<file path="config.mk">
export PLATFORM = sky130hd
export DESIGN_NAME = cpu_irq_iface
export DESIGN_NICKNAME = d
export VERILOG_FILES = /design/src/rtl/cpuif_pkg.sv /design/src/rtl/cpuif_cand.sv /design/src/rtl/cpuif_regs.sv /design/src/rtl/cpuif_ack.sv /design/src/rtl/cpu_irq_iface.sv
export SDC_FILE = /design/constraint.sdc
export NUM_CORES = 1
export LEC_CHECK = 0
export ABC_AREA = 0
export ABC_CLOCK_PERIOD_IN_PS = 2400
export BUFFER_PORTS_ARGS = -buffer_cell sky130_fd_sc_hd__buf_4
export CORE_MARGIN = 10
export CORE_UTILIZATION = 48
export CTS_CLUSTER_DIAMETER = 50
export DETAILED_ROUTE_END_ITERATION = 7
export HOLD_SLACK_MARGIN = 0.1
export MAX_ROUTING_LAYER = met4
export PLACE_DENSITY_LB_ADDON = 0.1
export SLEW_MARGIN = 20
export SYNTH_ARGS = -nofsm -noshare
export SYNTH_HDL_FRONTEND = slang
export SYNTH_SLANG_ARGS = --single-unit
</file>
<file path="constraint.sdc">
create_clock -name clk -period 2.4 [get_ports clk]
set_input_delay 0.48 -clock clk [delete_from_list [all_inputs] [get_ports clk]]
set_output_delay 0.48 -clock clk [all_outputs]
set_load 0.01 [all_outputs]
</file>
<file path="src/rtl/cpuif_pkg.sv">
package cpuif_pkg;

    localparam int ID_W   = 10;
    localparam int PRIO_W = 8;

    typedef logic [ID_W-1:0]   irq_id_t;
    typedef logic [PRIO_W-1:0] prio_t;

    // All-ones number is the "nothing to claim" answer; the three below it are reserved too.
    localparam irq_id_t SPURIOUS_ID = '1;
    localparam irq_id_t ID_LIMIT    = SPURIOUS_ID - irq_id_t'(3);

    typedef struct packed {
        logic    valid;
        irq_id_t id;
        prio_t   prio;
    } cand_t;

    typedef enum logic [1:0] {
        SEL_CTRL = 2'd0,
        SEL_MASK = 2'd1,
        SEL_ACK  = 2'd2,
        SEL_EOI  = 2'd3
    } reg_sel_e;

    function automatic logic cand_passes(cand_t c, logic en, prio_t thresh);
        return en && c.valid && (c.id < ID_LIMIT) && (c.prio < thresh);
    endfunction

endpackage

</file>
<file path="src/rtl/cpuif_cand.sv">
module cpuif_cand
    import cpuif_pkg::*;
(
    input  logic    clk,
    input  logic    rst,
    input  logic    in_valid,
    input  irq_id_t in_id,
    input  prio_t   in_prio,
    output cand_t   cand
);

    always_ff @(posedge clk) begin
        if (rst) begin
            cand <= '0;
        end else begin
            cand.valid <= in_valid;
            cand.id    <= in_id;
            cand.prio  <= in_prio;
        end
    end

endmodule

</file>
<file path="src/rtl/cpuif_regs.sv">
module cpuif_regs
    import cpuif_pkg::*;
#(
    parameter int DATA_W = 32
) (
    input  logic              clk,
    input  logic              rst,
    input  logic              wr,
    input  reg_sel_e          sel,
    input  logic              wr_en_bit,
    input  prio_t             wr_mask,
    output logic              en,
    output prio_t             mask,
    output logic [DATA_W-1:0] rd_val
);

    always_ff @(posedge clk) begin
        if (rst) begin
            en   <= 1'b0;
            mask <= '0;
        end else if (wr) begin
            if (sel == SEL_CTRL) en   <= wr_en_bit;
            if (sel == SEL_MASK) mask <= wr_mask;
        end
    end

    always_comb begin
        case (sel)
            SEL_CTRL: rd_val = DATA_W'(en);
            SEL_MASK: rd_val = DATA_W'(mask);
            default:  rd_val = '0;
        endcase
    end

endmodule

</file>
<file path="src/rtl/cpuif_ack.sv">
module cpuif_ack
    import cpuif_pkg::*;
(
    input  logic    clk,
    input  logic    rst,
    input  cand_t   cand,
    input  logic    en,
    input  prio_t   mask,
    input  logic    ack_rd,
    input  logic    eoi_wr,
    input  irq_id_t eoi_in,
    output logic    irq,
    output irq_id_t ack_result,
    output logic    ack_valid,
    output irq_id_t ack_id,
    output logic    eoi_valid,
    output irq_id_t eoi_id
);

    logic    act_v;
    irq_id_t act_id;
    logic    eligible;
    logic    eoi_hit;

    assign eligible   = cand_passes(cand, en, mask) && !act_v;
    assign irq        = eligible;
    assign ack_result = eligible ? cand.id : SPURIOUS_ID;
    assign eoi_hit    = eoi_wr && act_v && (eoi_in == act_id);

    always_ff @(posedge clk) begin
        if (rst) begin
            act_v     <= 1'b0;
            act_id    <= '0;
            ack_valid <= 1'b0;
            ack_id    <= '0;
            eoi_valid <= 1'b0;
            eoi_id    <= '0;
        end else begin
            ack_valid <= ack_rd && eligible;
            eoi_valid <= 1'b0;
            if (ack_rd && eligible) begin
                ack_id <= cand.id;
                act_v  <= 1'b1;
                act_id <= cand.id;
            end else if (eoi_hit) begin
                act_v     <= 1'b0;
                eoi_valid <= 1'b1;
                eoi_id    <= act_id;
            end
        end
    end

    // a claim in the previous cycle leaves the request line low now
    a_r7_low_after_claim: assert property (@(posedge clk) disable iff (rst)
        ack_valid |-> !irq);

    // service only starts from a raised request
    a_r7_claim_from_request: assert property (@(posedge clk) disable iff (rst)
        $rose(act_v) |-> $past(irq));

    // a claimed number is always below the reserved band
    a_r6_claim_in_range: assert property (@(posedge clk) disable iff (rst)
        ack_valid |-> (ack_id < ID_LIMIT));

    // a retirement pulse names what was in service
    a_r8_retire_matches: assert property (@(posedge clk) disable iff (rst)
        eoi_valid |-> ($past(act_v) && eoi_id == $past(act_id)));

    // a mismatched completion keeps the interrupt in service
    a_r9_mismatch_kept: assert property (@(posedge clk) disable iff (rst)
        (eoi_wr && act_v && eoi_in != act_id) |=> (act_v && !eoi_valid));

endmodule

</file>
<file path="src/rtl/cpu_irq_iface.sv">
module cpu_irq_iface
    import cpuif_pkg::*;
#(
    parameter int DATA_W = 32
) (
    input  logic              clk,
    input  logic              rst,
    input  logic              cand_valid,
    input  logic [ID_W-1:0]   cand_id,
    input  logic [PRIO_W-1:0] cand_prio,
    input  logic              reg_wr,
    input  logic              reg_rd,
    input  logic [1:0]        reg_addr,
    input  logic [DATA_W-1:0] reg_wdata,
    output logic [DATA_W-1:0] reg_rdata,
    output logic              irq_out,
    output logic              ack_valid,
    output logic [ID_W-1:0]   ack_id,
    output logic              eoi_valid,
    output logic [ID_W-1:0]   eoi_id
);

    reg_sel_e          sel;
    cand_t             cand;
    logic              en;
    prio_t             mask;
    logic [DATA_W-1:0] cfg_rd;
    irq_id_t           ack_result;
    logic              unused_wdata;

    assign sel          = reg_sel_e'(reg_addr);
    assign unused_wdata = ^reg_wdata[DATA_W-1:ID_W];

    cpuif_cand u_cand (
        .clk      (clk),
        .rst      (rst),
        .in_valid (cand_valid),
        .in_id    (cand_id),
        .in_prio  (cand_prio),
        .cand     (cand)
    );

    cpuif_regs #(.DATA_W(DATA_W)) u_regs (
        .clk       (clk),
        .rst       (rst),
        .wr        (reg_wr),
        .sel       (sel),
        .wr_en_bit (reg_wdata[0]),
        .wr_mask   (reg_wdata[PRIO_W-1:0]),
        .en        (en),
        .mask      (mask),
        .rd_val    (cfg_rd)
    );

    cpuif_ack u_ack (
        .clk        (clk),
        .rst        (rst),
        .cand       (cand),
        .en         (en),
        .mask       (mask),
        .ack_rd     (reg_rd && sel == SEL_ACK),
        .eoi_wr     (reg_wr && sel == SEL_EOI),
        .eoi_in     (reg_wdata[ID_W-1:0]),
        .irq        (irq_out),
        .ack_result (ack_result),
        .ack_valid  (ack_valid),
        .ack_id     (ack_id),
        .eoi_valid  (eoi_valid),
        .eoi_id     (eoi_id)
    );

    always_ff @(posedge clk) begin
        if (rst) begin
            reg_rdata <= '0;
        end else if (reg_rd) begin
            reg_rdata <= (sel == SEL_ACK) ? DATA_W'(ack_result) : cfg_rd;
        end
    end

    // disabled signalling keeps the request line low
    a_r5_disabled_quiet: assert property (@(posedge clk) disable iff (rst)
        !en |-> !irq_out);

    // a raised request always carries a priority under the threshold
    a_r11_below_threshold: assert property (@(posedge clk) disable iff (rst)
        irq_out |-> (cand.prio < mask));

    // a claim pulse follows a read of the acknowledge address
    a_r3_claim_from_read: assert property (@(posedge clk) disable iff (rst)
        ack_valid |-> $past(reg_rd && reg_addr == 2'd2));

endmodule

</file>
==> results.sh <==
export IMPL_p_int_uw=1530
export IMPL_swShare=0.242
export IMPL_core_area_sq_mm=0.00551
export IMPL_first_pass_iters=5
export IMPL_worst_pin_slew_ns=0.601
export IMPL_antennaDiodeCount=0
export IMPL_cp_max_fo=4
export IMPL_cts_hold_buf=0
export IMPL_viasPerCell=4.96
export IMPL_clk_latency_ns=0.33
export IMPL_fin_crit_sh=0.949
export IMPL_p_leak_uw=0.00156
export IMPL_setup_violations=0
export IMPL_cts_buffers_inserted=9
export IMPL_status="complete, no violations"
export IMPL_overflow=0
export IMPL_p_sw_uw=489
export IMPL_ios=112
export IMPL_mostFrequentLayoutCell="buf_4"
export IMPL_dp_hpwl_um=4830
export IMPL_syn2layout_area_growth_pct=24.4
export IMPL_critPathKind="reg2out"
export IMPL_pwr_share_seq=0.529
export IMPL_pwr_share_comb=0.111
export IMPL_postSynthAreaPerCell_sq_um=9.47
export IMPL_drc_errors=0
export IMPL_antenna_found_initial=0
export IMPL_cap_violations=0
export IMPL_cp_end_kind="primary output"
export IMPL_crit_chain="inv_1 -> ha_1 -> or3b_1 -> o2111ai_2 -> a31oi_4 -> nor2_4 -> buf_6"
export IMPL_required_ns=1.92
export IMPL_start_util=0.492
export IMPL_reg2reg_slack_ns=0.31
export IMPL_slowest_delay_ns=0.39
export IMPL_wl_met3_um=543
export IMPL_netlist_area_sq_mm=0.00271
export IMPL_fp_row_count=27
export IMPL_cts_sinks=61
export IMPL_drive_above_1_share=0.257
export IMPL_die_x_um=95.1
export IMPL_power_density_mw_per_mm2=599
export IMPL_path_clk_slew_ns=0.06
export IMPL_cts_max_level=3
export IMPL_fmax_ghz=0.439
export IMPL_grt_usage=0.148
export IMPL_top_layer="met4"
export IMPL_yosys_register_bits=61
export IMPL_yosys_top_cells_area="dfxtp_1 45%, mux2i_1 11%, buf_4 6.1%"
export IMPL_multiInputGateArea_sq_mm=0.00134
export IMPL_rr_startpoint="u_regs.mask[1]"
export IMPL_gp_congestion=0.833
export IMPL_ant_nets=0
export IMPL_skew_ns=0.00652
export IMPL_pwr_share_clk=0.360
export IMPL_portBuffers=67
export IMPL_nets=418
export IMPL_grt_max_degree=72
export IMPL_drtIter0Drc=58
export IMPL_cts_root_buf="clkbuf_8"
export IMPL_grt_pass1_vias=2122
export IMPL_tns_ns=0
export IMPL_fin_crit_ns=2.28
export IMPL_placed_area_sq_mm=0.00318
export IMPL_fillCellCount=497
export IMPL_critical_path_startpoint="u_regs.mask[1]"
export IMPL_ys_warn_count=0
export IMPL_hold_viol=0
export IMPL_grt_pass1_wl_um=10200
export IMPL_rsz0062_at_grt="false"
export IMPL_routed_wl_um=6470
export IMPL_synth_top_area_cell="dfxtp_1"
export IMPL_r2r_cells=9
export IMPL_critPathLaunchType="register"
export IMPL_routedWlPerCell_um=15.2
export IMPL_crit_buf_inv=2
export IMPL_fp_dieH_um=95.1
export IMPL_dr_total_vias=2115
export IMPL_cts_buffer_depth=2
export IMPL_vdd_drop_max_v=0.000301
export IMPL_timing_rr_end="u_ack.ack_id[7]"
export IMPL_cpMaxStageDelayCell="or3b_1"
export IMPL_yosysUniqueCellTypes=36
export IMPL_slew_headroom=0.600
export IMPL_cp_data_arrival_time_ns=1.80
export IMPL_die_area_sq_mm=0.00904
export IMPL_netlist_area_leader_share=0.451
export IMPL_min_path_type="in2reg"
export IMPL_final_cell_area_sq_mm=0.00337
export IMPL_seq_area_sq_mm=0.00123
export IMPL_met1Wirelength_um=2680
export IMPL_slew_violations=0
export IMPL_routed_wl_met2_um=3160
export IMPL_final_cell_mix="70 x buf_4, 58 x dfxtp_1, 29 x mux2i_1"
export IMPL_cp_top_family="simple AND/OR/NAND/NOR gates"
export IMPL_crit_cells=7
export IMPL_ys_seq_area_frac=0.451
export IMPL_crit_path_end="irq_out"
export IMPL_cts_tree="built"
export IMPL_syn_instance_count=286
[power by group through the flow]
| stage | logic, uW | registers [uW] | clock network, uW |
|---|---|---|---|
| after global routing | 250 | 1070 | 779 |
| after floorplan | 143 | 1090 | 0 |
| after CTS | 209 | 1070 | 734 |
| after global placement | 202 | 1090 | 0 |
| after detailed placement | 205 | 1090 | 0 |
| final | 224 | 1070 | 725 |
[kinds of logic after synthesis]
family / share of synthesized area
AOI/OAI and AO/OA: 0.0813
xor gates and xnor gates: 0.0323
adders and majority gates: 0.0323
buffers and inverters: 0.0961
DFF: 0.451
muxes: 0.107
other: 0.00138
and+or+nand+nor: 0.198
[cell usage after synthesis]
library cell and count:
o21a_1 1, nor3_1 2, clkbuf_1 8, nand3_1 2
buf_6 1, xor2_1 10, nand4_1 3, nand2_1 8
buf_4 22, a21oi_1 18, a221oi_1 4, or3_1 7
and2_1 1, inv_1 7, inv_2 2, nor3b_1 1
nor2_1 26, buf_2 4, o211ai_1 1, a31oi_1 7
or2_1 1, mux2i_1 29, o21ba_1 1, nor2b_1 20
ha_1 7, or3b_1 1, o2111ai_1 1, nand4bb_1 1
dfxtp_1 61, a211oi_1 1, nand2b_1 20, o21ai_1 2
conb_1 1, nor4_1 3, and2b_1 1, nor3_2 1
[worst min-delay path by stage]
stage | from | endpoint | depth (start not counted)
after detailed placement | u_cand.cand[9] | u_ack.ack_id[1] | 2
after global routing | cand_prio[3] | u_cand.cand[3] | 2
after CTS | cand_prio[0] | u_cand.cand[0] | 2
final | cand_id[6] | u_cand.cand[14] | 2
after floorplan | u_cand.cand[9] | u_ack.ack_id[1] | 2
after global placement | u_cand.cand[8] | u_ack.ack_id[0] | 2
[worst register-to-register path: cells and delay by family (launching register included)]
family / cells / cell delay, ns
flops: 1 / 0.36
mux: 1 / 0.21
compound gates: 2 / 0.25
fa+ha+maj: 1 / 0.19
simple gates: 2 / 0.55
buf+inv: 3 / 0.46
[per-stage QoR]
step,util,std cells,setup WS (ns),power [uW],hold slack [ns]
detailed placement,0.577,414,0.336,1300,0.484
finish,0.612,426,0.121,2020,0.359
global placement,0.577,414,0.339,1290,0.473
global route,0.612,426,0.0189,2100,0.359
floorplan,-,307,0.417,1230,0.452
CTS,0.604,425,0.0292,2010,0.351
[layer usage]
metal,vias up,global-route usage
li1,1049,-
met1,988,0.169
met2,66,0.234
met3,12,0.0463
met4,0,0.0661
met5,-,-
[area by class of cell]
type                            count  area share
Inverter                            9      0.0100
Multi-Input combinational cell    202       0.397
Timing Repair Buffer               71       0.159
Sequential cell                    61       0.364
Tap cell                           72      0.0267
Clock buffer                       11      0.0420
[sequential cells by signal (all words and copies together) (netlist names)]
signal,flops
reg_rdata,10
u_ack.ack_id,10
u_ack.ack_valid,1
u_ack.act_v,1
u_ack.eoi_id,10
u_ack.eoi_valid,1
u_cand.cand,19
u_regs.en,1
u_regs.mask,8
[what timing repair did]
item / in CTS / in global routing
resized for setup: 2 / 9
setup endpoints to repair: 1 / 1
pin swaps: 0 / 3
setup buffers: 0 / 1
gates cloned: 0 / 0
endpoints found under the hold margin: 0 / 0
Note: power is estimated with default switching activity, not from simulation.
